## config.mk

```make
export PLATFORM = sky130hd
export DESIGN_NAME = dual_mode_bus_arbiter
export DESIGN_NICKNAME = d
export VERILOG_FILES = /design/src/rtl/arb_pkg.sv /design/src/rtl/arb_xfer_track.sv /design/src/rtl/arb_own_fsm.sv /design/src/rtl/dual_mode_bus_arbiter.sv
export SDC_FILE = /design/constraint.sdc
export NUM_CORES = 1
export LEC_CHECK = 0
export BUFFER_PORTS_ARGS = -buffer_cell sky130_fd_sc_hd__buf_2
export CAP_MARGIN = 15
export CELL_PAD_IN_SITES_DETAIL_PLACEMENT = 1
export CELL_PAD_IN_SITES_GLOBAL_PLACEMENT = 2
export CORE_UTILIZATION = 23
export CTS_CLUSTER_DIAMETER = 80
export DETAILED_ROUTE_END_ITERATION = 10
export PLACE_DENSITY_LB_ADDON = 0.1
export SYNTH_ARGS = -nofsm -noshare
export SYNTH_HDL_FRONTEND = slang
export SYNTH_SLANG_ARGS = --single-unit
```

## constraint.sdc

```tcl
create_clock -name clk -period 1.2 [get_ports clk]
set_input_delay 0.3 -clock clk [delete_from_list [all_inputs] [get_ports clk]]
set_output_delay 0.3 -clock clk [all_outputs]
set_load 0.1 [all_outputs]
```

## src/rtl/arb_pkg.sv

```systemverilog
package arb_pkg;

    typedef enum logic [1:0] {
        ST_CORE  = 2'd0,   // processor side holds the bus
        ST_YIELD = 2'd1,   // two-wire: outside master holds the bus, ack high
        ST_OFF   = 2'd2    // three-wire: not the owner, may request
    } own_st_e;

    typedef struct packed {
        own_st_e st;
        logic    three_wire;
    } arb_regs_t;

endpackage

```

## src/rtl/arb_xfer_track.sv

```systemverilog
module arb_xfer_track (
    input  logic clk,
    input  logic rst_n,
    input  logic core_owns,
    input  logic core_need,
    input  logic core_xfer_last,
    output logic xfer_q,
    output logic beat_last
);

    logic xfer_d;

    always_comb begin
        beat_last = core_owns & core_xfer_last & (xfer_q | core_need);
        xfer_d    = xfer_q;
        if (beat_last) begin
            xfer_d = 1'b0;
        end else if (core_owns && core_need) begin
            xfer_d = 1'b1;
        end
    end

    always_ff @(posedge clk or negedge rst_n) begin
        if (!rst_n) begin
            xfer_q <= 1'b0;
        end else begin
            xfer_q <= xfer_d;
        end
    end

endmodule

```

## src/rtl/arb_own_fsm.sv

```systemverilog
module arb_own_fsm
    import arb_pkg::*;
(
    input  logic clk,
    input  logic rst_n,
    input  logic mode_sel,
    input  logic core_need,
    input  logic ext_req,
    input  logic arb_grant,
    input  logic bus_busy_in,
    input  logic xfer_q,
    input  logic beat_last,
    output logic core_owns,
    output logic ext_ack,
    output logic arb_req,
    output logic bus_busy_out
);

    arb_regs_t r_q, r_d;
    logic      idle_pt;
    logic      rel_two, rel_three, take_three;

    always_comb begin
        core_owns    = (r_q.st == ST_CORE) &&
                       !(!r_q.three_wire && ext_req && !xfer_q);
        ext_ack      = (r_q.st == ST_YIELD);
        bus_busy_out = (r_q.st == ST_CORE) && r_q.three_wire;
        arb_req      = r_q.three_wire && core_need && (r_q.st == ST_OFF);

        idle_pt    = !xfer_q && !(core_owns && core_need);
        rel_two    = ext_req && (!xfer_q || beat_last);
        rel_three  = beat_last || (!xfer_q && !core_need);
        take_three = core_need && arb_grant && !bus_busy_in;

        r_d = r_q;
        if ((mode_sel != r_q.three_wire) && idle_pt && (r_q.st != ST_YIELD)) begin
            r_d.three_wire = mode_sel;
            r_d.st         = mode_sel ? ST_OFF : ST_CORE;
        end else begin
            unique case (r_q.st)
                ST_CORE: begin
                    if (!r_q.three_wire && rel_two) begin
                        r_d.st = ST_YIELD;
                    end else if (r_q.three_wire && rel_three) begin
                        r_d.st = ST_OFF;
                    end
                end
                ST_YIELD: begin
                    if (!ext_req) begin
                        r_d.st = ST_CORE;
                    end
                end
                ST_OFF: begin
                    if (r_q.three_wire && take_three) begin
                        r_d.st = ST_CORE;
                    end
                end
                default: r_d.st = ST_CORE;
            endcase
        end
    end

    always_ff @(posedge clk or negedge rst_n) begin
        if (!rst_n) begin
            r_q.st         <= ST_CORE;
            r_q.three_wire <= 1'b0;
        end else begin
            r_q <= r_d;
        end
    end

endmodule

```

## src/rtl/dual_mode_bus_arbiter.sv

```systemverilog
module dual_mode_bus_arbiter (
    input  logic clk,
    input  logic rst_n,
    input  logic mode_sel,
    input  logic core_need,
    input  logic core_xfer_last,
    input  logic ext_req,
    input  logic arb_grant,
    input  logic bus_busy_in,
    output logic core_owns,
    output logic ext_ack,
    output logic arb_req,
    output logic bus_busy_out
);

    logic xfer_q;
    logic beat_last;

    arb_xfer_track u_track (
        .clk            (clk),
        .rst_n          (rst_n),
        .core_owns      (core_owns),
        .core_need      (core_need),
        .core_xfer_last (core_xfer_last),
        .xfer_q         (xfer_q),
        .beat_last      (beat_last)
    );

    arb_own_fsm u_fsm (
        .clk          (clk),
        .rst_n        (rst_n),
        .mode_sel     (mode_sel),
        .core_need    (core_need),
        .ext_req      (ext_req),
        .arb_grant    (arb_grant),
        .bus_busy_in  (bus_busy_in),
        .xfer_q       (xfer_q),
        .beat_last    (beat_last),
        .core_owns    (core_owns),
        .ext_ack      (ext_ack),
        .arb_req      (arb_req),
        .bus_busy_out (bus_busy_out)
    );

endmodule

```

* Yosys cells after proc, flatten, opt, wreduce, memory -nomap -nowiden
Index checks and enable logic that the tools add are counted.
** Word-level totals
- Flip-flop bits (word level) :: 4
- Latch bits :: 0
- RAM bits :: 0
- ROM bits :: 0
- Bits of input ports :: 8
- Logic and storage cells :: 50
- Memories kept :: 0
** Operators by class
- Add/subtract/negate cells :: 0
- Multiply operators :: 0
- Divide/modulo/power cells :: 0
- Order comparisons :: 0
- Eq/ne operators :: 7
- Shift-type cells :: 0
- Multiplexer cells :: 9
- Bitwise logic cells :: 3
- Reductions and logical operators :: 28
** Operators with widths (count)
- logical AND 1 bit :: 17
- 2-to-1 mux 2 bit :: 6
- logical NOT 1 bit :: 6
- case mux 2 bit (3 select lines) :: 1
- != test 4 bit (second input constant) :: 1
- != test 3 x 2 -> 1 bit (second input constant) :: 1
- != test 3 bit (second input constant) :: 1
- AND reduction 3 bit :: 1
- bitwise AND 1 bit :: 2
- == test 2 x 1 -> 1 bit (second input constant) :: 1
- == test 2 bit (second input constant) :: 1
- logical NOT 2 bit :: 1
- logical OR 1 bit :: 2
- 2-to-1 mux 1 bit :: 2
- != test 2 x 1 -> 1 bit (second input constant) :: 1
- nonzero test 2 bit :: 1
- != test 1 bit :: 1
- OR 1 bit :: 1

* Depth between registers and ports, before layout
Gate-level depths: netlist of the first run.
- Depth after elaboration :: 13
- Depth in mapped cells :: 6

* By module
From an unflattened synthesis of the first run, not the netlist that was laid out.
** Unflattened totals
- Cells, all modules :: 33
- Area, all modules :: 287.8 µm²
** By module, submodules not included
- arb_own_fsm :: instances 1, cells each 29, area each 242.7 µm², seq. area each 75.1 µm²
- arb_xfer_track :: instances 1, cells each 4, area each 45.0 µm², seq. area each 25.0 µm²

* Worst setup path before layout of the first run
Ideal clock, no wire load.
- Path type :: register to output
- Start point :: reg u_fsm.r_q[1] (netlist name)
- End point :: out ext_ack
- Arrival time :: 1.801 ns
- Data required time :: 0.900 ns
- Slack :: -0.901 ns
- Cell stages (with the launch flop) :: 3
- Buffers on the path :: 1
- Path through :: dfrtp_1 > buf_6 > nor2b_1
** On the way
- Cells in the longest elaborated chain, start to end :: 1
** Ends and longest elaborated chain
- start: declaration :: RTL line arb_own_fsm.sv:19 : arb_regs_t r_q, r_d;
- start signal: assignment :: RTL line arb_own_fsm.sv:68 : r_q <= r_d;
- == test 2 x 1 -> 1 bit :: RTL line arb_own_fsm.sv:26 : ext_ack = (r_q.st == ST_YIELD);
- end: declaration :: RTL line dual_mode_bus_arbiter.sv:11 : output logic ext_ack,
Every way passes these cells.

* Worst setup path after layout of the first run
- Start point :: reg u_fsm.r_q[1] (netlist name)
- End point :: out arb_req
** On the way
- Cells in the longest elaborated chain, start to end :: 2
** Ends and longest elaborated chain
- == test 2 bit :: RTL line arb_own_fsm.sv:28 : arb_req = r_q.three_wire && core_need && (r_q.st == ST_OFF);
- logical AND 1 bit :: RTL line arb_own_fsm.sv:28
- end: declaration :: RTL line dual_mode_bus_arbiter.sv:12 : output logic arb_req,
Every way passes these cells.

==> qor.yml, run 1 <==
status: "finished with violations"
failed_checks: "setup timing"
drtPass1Iterations: 2
rows: 13
final_util_pct: 49.8
r2r_cells: 7
area_delta_synth_final_pct: 90.9
drive_gt1_share_pct: 64.8
cts.path.max_buffers: 2
ys_seq_area_share_pct: 28.1
synth_compound_area_share_pct: 32.3
port_buffers: 11
yosysTopAreaCell: "dfrtp_1"
worst_pin_slew_ns: 0.251
yosys_register_bits: 4
reg2reg_slack_ns: -0.20
min_path_type: "in2reg"
die_area_mm2: 0.00171
synthSimpleGateAreaFrac_pct: 29.8
layout.cells.non_filler: 86
max_freq_mhz: 661
crit_path_start: "u_fsm.r_q[1]$_DFFE_PN0P_"
worstPathCellList: "and4b_4, buf_12"
n_antenna_cell: 0
p_per_area_mw_per_mm2: 3270
num_vias: 433
slowest_stage: "dfrtp_2"
crit_cells: 2
viasPerCell: 5.03
cap_violations: 0
first_iter_violations: 8
setup-violations-final: 6
synth_top_area_share_pct: 28.1
overflow: 0
grt_pass1_vias: 419
reg2reg_to: "u_fsm.r_q[2]$_DFFE_PN0P_"
dp_cells: 74
cts_tree: "built"
path_max_fanout: 4
synth_area_per_cell_um2: 8.70
r2r-start: "u_fsm.r_q[1]$_DFFE_PN0P_"
synthCells: 41
cp.arrival_ns: 1.21
layout_commonest_cell: "buf_4"
period_minus_slack_ns: 1.51
cts_buffers: 3
power_leakage_uw: 0.000301
crit_family: "flip-flops"
hpwl_um: 875
core_mm2: 0.00137
min_period_over_period_pct: 126
syn-cell-area_um2: 357
cts_sinks: 4
crit_path_end: "arb_req"
wire_per_inst_um: 14.5
final_cell_mix: "buf_4, buf_2, nor2_1, buf_12, buf_6"
place.gp.congestion: 0.744
endpoint_kind: "output port"
grt_util_all_layers_pct: 17.7
hold_viol: 0
rsz0062_at_grt: "yes"
crit_path_start_kind: "register"
cts_htree_levels: 1
clk-insertion-delay-late_ns: 0.25
yosysWarnings: 0
synthMuxAreaShare_pct: 0
cp_num_buf_inv: 1
synth_xor_area_share_pct: 2.46
fin_nets: 80
fillers: 161
die_w_um: 41.4
synth_nets: 49
grt_max_degree: 10
clkSlewWorstSetupHoldPaths_ns: 0.05
ant_nets: 0
synth.distinct_cells: 25
die_h_um: 41.4
antenna_found_initial: 0
yosys.area_share.adder_pct: 0
critical_path_class: "reg2out"
io_pins: 12
slew_viol_final: 0
slowest_delay_ns: 0.44
drc: 0
fin_ws_ns: -0.312
crit_required_ns: 0.90
slew_headroom_pct: 83.1
peakVddDrop_v: 0.00192
start_util_pct: 26.1
fin_worst_skew_ns: 0.00802
synth_top_family_by_area: "compound AO/OA/AOI/OAI gates"
cts_root_buf: "clkbuf_4"
grt_pass1_wl_um: 1880
routed_wl_um: 1250
netlist_top_cells_area: "dfrtp_1, buf_6, o21a_1"
-- synthesized netlist by cell type (all sizes together) --
master / instances
o21bai: 1
o21ai: 3
and2b: 1
dfrtp: 4
a2bb2oi: 1
a31oi: 1
nand2b: 1
o32ai: 1
nand4b: 1
xnor2: 1
nor2: 7
nand2: 1
o31ai: 1
a21oi: 4
inv: 1
buf: 2
and2: 1
o21a: 3
nand3b: 1
and4b: 1
nor3: 2
nor2b: 2
-- where the power goes --
| part | switching [uW] | total, uW | internal, uW |
|---|---|---|---|
| combinational | 908 | 1740 | 837 |
| clock | 73.7 | 200 | 126 |
| sequential | 78.3 | 285 | 206 |
| total | 1060 | 2230 | 1170 |
-- flip-flops by register name, indices dropped and copies added, names as in the netlist --
name / flops
u_track.xfer_q: 1
u_fsm.r_q: 3
-- layout make-up --
cell class                 instances  area (um2)  area share (%)
sequential                         4         104            15.3
clock buffer                       4        26.3            3.86
inverter                           1        3.75           0.551
multi-input combinational         34         268            39.3
timing repair buffer              28         260            38.2
tap                               15        18.8            2.76
-- cell families (layout without fill, tap and decap cells) --
logic type      after synthesis  in the layout
buf+inv                       3             33
compound gates               15             15
simple gates                 18             18
flops                         4              4
xor+xnor                      1              1
-- layer usage --
| metal | track usage, % | part of all wire [%] | vias up |
|---|---|---|---|
| met1 | 19.4 | 42 | 217 |
| li1 | - | - | 208 |
| met3 | 4.79 | 2.9 | 0 |
| met4 | 9.68 | 0 | 0 |
| met5 | 0 | 0 | - |
| met2 | 30.9 | 55 | 8 |
-- stage by stage --
stage	total power (uW)	setup TNS, ns	hold slack (ns)	worst slack (ns)	area (um2)
2_1_floorplan	1280	-0.312	0.00441	-0.129	384
3_3_place_gp	1780	-0.202	0.106	-0.0759	563
3_5_place_dp	1810	-0.292	0.112	-0.0975	563
4_1_cts	2110	-1.28	0.259	-0.332	636
5_1_grt	2340	-1.66	0.289	-0.343	681
6_report	2230	-1.36	0.280	-0.312	681
-- worst min path at each step --
stage	startpoint	end	slack [ns]	depth (start not counted)
3_3_place_gp	rst_n	u_fsm.r_q[1]$_DFFE_PN0P_	0.11	1
6_report	core_xfer_last	u_track.xfer_q$_DFFE_PN0P_	0.28	2
5_1_grt	core_xfer_last	u_track.xfer_q$_DFFE_PN0P_	0.29	2
3_5_place_dp	rst_n	u_track.xfer_q$_DFFE_PN0P_	0.11	1
4_1_cts	core_xfer_last	u_track.xfer_q$_DFFE_PN0P_	0.26	2
2_1_floorplan	rst_n	u_fsm.r_q[0]$_DFFE_PN0P_	0.004	0
-- what timing repair did --
item	4_1_cts	5_1_grt
hold buffers	1	0
gates cloned	0	0
pin swaps	4	4
hold endpoints to repair	4	0
setup endpoints to repair	5	8
gates resized for setup	5	5
setup buffers	3	4
Note: power is estimated with default switching activity, not from simulation.
==> inputs of run 2 (changes only) <==
- SETUP_SLACK_MARGIN: not set -> 0.02
==> qor.yml, run 2 (synthesis gave the netlist of run 1 again) <==
endpoint_kind: "output port"
fin_worst_skew_ns: 0.00783
setup-violations-final: 6
die_area_mm2: 0.00171
hpwl_um: 875
overflow: 0
drive_gt1_share_pct: 63.4
grt_pass1_wl_um: 1880
n_antenna_cell: 0
critical_path_class: "reg2out"
worst_pin_slew_ns: 0.250
period_minus_slack_ns: 1.51
fin_nets: 80
routed_wl_um: 1240
io_pins: 12
ant_nets: 0
antenna_found_initial: 0
port_buffers: 11
cts_sinks: 4
total_power_uw: 2220
slowest_stage: "dfrtp_2"
drtPass1Iterations: 2
clkSlewWorstSetupHoldPaths_ns: 0.05
swShare_pct: 47.5
p_sw_uw: 1060
crit_family: "flip-flops"
viasPerCell: 5.06
top_register: "u_fsm.r_q"
failed_checks: "setup timing"
cts_tree: "built"
cts_buffers: 3
final_cell_mix: "buf_4, buf_2, nor2_1"
fin_tns_setup_ns: -1.34
start_util_pct: 26.1
num_vias: 435
fin_hold_ws_ns: 0.281
rows: 13
wire_per_inst_um: 14.4
fin_ws_ns: -0.312
min_path_type: "in2reg"
hold_viol: 0
slew_headroom_pct: 83.2
cp.arrival_ns: 1.21
cts_htree_levels: 1
placed_area_um2: 563
grt_pass1_vias: 413
core_mm2: 0.00137
die_w_um: 41.4
grt_max_degree: 10
p_per_area_mw_per_mm2: 3280
worstPathCellList: "and4b_4, buf_12"
min_period_over_period_pct: 126
cap_violations: 0
cts.path.max_buffers: 2
crit_required_ns: 0.90
largest_reg_flops: 3
cp_num_buf_inv: 1
grt_util_all_layers_pct: 17.7
p_int_uw: 1170
status: "finished with violations"
seqPwrFrac_pct: 12.8
die_h_um: 41.4
drc: 0
clk-insertion-delay-late_ns: 0.25
pwr-share-comb_pct: 78.2
fin_area_um2: 678
reg_top3: "u_fsm.r_q (3), u_track.xfer_q (1)"
first_iter_violations: 5
max_freq_mhz: 661
place_ws_ns: -0.0975
slowest_delay_ns: 0.44
rsz0062_at_grt: "yes"
path_max_fanout: 4
crit_path_start_kind: "register"
peakVddDrop_v: 0.00192
cts_root_buf: "clkbuf_4"
power_leakage_uw: 0.000301
layout_commonest_cell: "buf_4"
clockPowerShare_pct: 9.0
place.gp.congestion: 0.744
area_delta_synth_final_pct: 90.2
slew_viol_final: 0
==> run 2: per-layer routing <==
layer,track usage [%],wire (um)
met3,4.79,36
met2,30.9,688
met5,0,0
met1,19.4,514
met4,9.68,0
==> run 2: final timing paths <==
path                                           from                    endpoint  slack, ns  depth (start not counted)
setup / recovery           u_fsm.r_q[1]$_DFFE_PN0P_                     arb_req      -0.31                          2
hold reg to reg            u_fsm.r_q[2]$_DFFE_PN0P_    u_fsm.r_q[1]$_DFFE_PN0P_       0.65                          2
min in group asynchronous                     rst_n    u_fsm.r_q[2]$_DFFE_PN0P_       0.44                          2
hold / removal                       core_xfer_last  u_track.xfer_q$_DFFE_PN0P_       0.28                          2
max in group asynchronous                     rst_n  u_track.xfer_q$_DFFE_PN0P_       0.61                          2
setup reg to reg           u_fsm.r_q[1]$_DFFE_PN0P_    u_fsm.r_q[2]$_DFFE_PN0P_      -0.19                          7
==> run 2: area by class of cell <==
class	count	area (um2)
Clock buffer	4	26.3
Fill cell	161	688
Tap cell	15	18.8
Timing Repair Buffer	28	260
Multi-Input combinational cell	34	265
Sequential cell	4	104
Inverter	1	3.75
==> run 2: through the flow <==
stage | instances | util (%)
finish | 86 | 49.6
global route | 86 | 49.6
CTS | 82 | 46.5
detailed placement | 74 | 41.2
global placement | 74 | 41.2
floorplan | 41 | -
==> run 2: worst reg2reg max path: cells and delay by family, from the launching register on <==
family	cells	cell delay, ns
AOI/OAI and AO/OA	4	0.48
buffers and inverters	3	0.39
DFF	1	0.44
==> run 2: timing repair <==
action                                 4_1_cts  5_1_grt
setup endpoints to repair                    5        8
endpoints found under the hold margin        4        0
buffers inserted                             3        4
pin swaps                                    5        5
gates resized for setup                      5        4
hold buffers                                 1        0
==> run 2: power by group through the flow <==
stage	Sequential, uW	Clock, uW	Combinational (uW)
finish	285	200	1740
global route	293	215	1820
CTS	309	211	1590
detailed placement	307	0	1500
global placement	301	0	1470
floorplan	288	0	995
==> inputs of run 3 (changes only) <==
- SETUP_SLACK_MARGIN: 0.02 -> 0.15
==> qor.yml, run 3 (synthesis gave the netlist of run 1 again) <==
reg_top3: "u_fsm.r_q (3), u_track.xfer_q (1)"
fin_nets: 76
crit_required_ns: 0.90
n_antenna_cell: 0
fin_ws_ns: -0.280
die_area_mm2: 0.00171
slowest_stage: "dfrtp_1"
cts_htree_levels: 1
min_path_type: "in2reg"
fin_hold_ws_ns: 0.270
slew_headroom_pct: 83.9
overflow: 0
fillers: 178
reg2reg_slack_ns: -0.15
endpoint_kind: "output port"
r2r_cells: 6
clk-insertion-delay-late_ns: 0.24
setup-violations-final: 6
critical_path_class: "reg2out"
slew_viol_final: 0
viasPerCell: 4.95
cts_root_buf: "clkbuf_4"
routed_wl_um: 1180
slowest_delay_ns: 0.41
crit_path_start_kind: "register"
die_w_um: 41.4
status: "finished with violations"
ant_nets: 0
grt_util_all_layers_pct: 17.1
cts_buffers: 3
cp.arrival_ns: 1.18
cp_num_buf_inv: 1
area_delta_synth_final_pct: 81.4
power_leakage_uw: 0.000281
peakVddDrop_v: 0.00191
cap_violations: 0
core_mm2: 0.00137
clkSlewWorstSetupHoldPaths_ns: 0.04
cts_sinks: 4
num_vias: 406
wire_per_inst_um: 14.3
r2r-start: "u_fsm.r_q[1]$_DFFE_PN0P_"
ff_latch_area_um2: 103
crit_path_start: "u_fsm.r_q[1]$_DFFE_PN0P_"
hold_viol: 0
drtPass1Iterations: 1
failed_checks: "setup timing"
drive_gt1_share_pct: 64.2
io_pins: 12
grt_max_degree: 9
crit_family: "flip-flops"
rsz0062_at_grt: "yes"
path_max_fanout: 3
largest_reg_flops: 3
start_util_pct: 26.1
drc: 0
top_register: "u_fsm.r_q"
max_freq_mhz: 676
p_per_area_mw_per_mm2: 3340
grt_pass1_vias: 422
min_from: "core_xfer_last"
crit_cells: 2
first_iter_violations: 0
fin_worst_skew_ns: 0.00211
cts.path.max_buffers: 2
final_cell_mix: "buf_4, buf_2, nor2_1"
die_h_um: 41.4
worstPathCellList: "and4b_4, buf_12"
port_buffers: 11
place.gp.congestion: 0.757
multi_input_area_um2: 277
antenna_found_initial: 0
grt_pass1_wl_um: 1770
hold_depth: 2
min_period_over_period_pct: 123
rows: 13
cts_tree: "built"
worst_pin_slew_ns: 0.240
hpwl_um: 809
fin_tns_setup_ns: -1.17
period_minus_slack_ns: 1.48
layout_commonest_cell: "buf_4"
-- run 3: final timing paths --
kind / endpoint
worst max-delay path: arb_req
worst min-delay path: u_track.xfer_q$_DFFE_PN0P_
worst max register to register: u_fsm.r_q[2]$_DFFE_PN0P_
worst min register to register: u_track.xfer_q$_DFFE_PN0P_
max in group asynchronous: u_track.xfer_q$_DFFE_PN0P_
min in group asynchronous: u_fsm.r_q[1]$_DFFE_PN0P_
-- run 3: through the flow --
stage | power [uW] | area [um2] | instances | worst slack (ns) | util (%)
6_report | 2160 | 647 | 82 | -0.280 | 47.3
2_1_floorplan | 1290 | 385 | 41 | -0.129 | -
4_1_cts | 2110 | 629 | 81 | -0.284 | 46.1
3_5_place_dp | 1770 | 549 | 72 | -0.0763 | 40.2
3_3_place_gp | 1740 | 549 | 72 | -0.0536 | 40.2
5_1_grt | 2270 | 647 | 82 | -0.313 | 47.3
-- run 3: what timing repair did --
action	in CTS	in global routing
pin swaps	0	2
resized for setup	4	3
hold buffers	1	0
endpoints found under the hold margin	4	0
endpoints found under the setup margin	7	8
buffers inserted	4	1
-- run 3: area by class of cell --
type                            count  share of cell area [%]
Inverter                            1                   0.580
Sequential cell                     4                    15.9
Timing Repair Buffer               24                    33.8
Multi-Input combinational cell     34                    42.7
Tap cell                           15                    2.90
Clock buffer                        4                    4.06
-- run 3: per-layer routing --
layer | up-vias | GRT usage, % | routed length [um]
met4 | 0 | 9.68 | 12
li1 | 201 | - | -
met5 | - | 0 | 0
met3 | 2 | 5.32 | 26
met1 | 196 | 17.5 | 500
met2 | 7 | 30.5 | 635
-- run 3: where the power goes --
group          internal [uW]  total [uW]  switching (uW)
sequential               205         282            77.0
clock                    125         190            65.0
combinational            780        1690             906
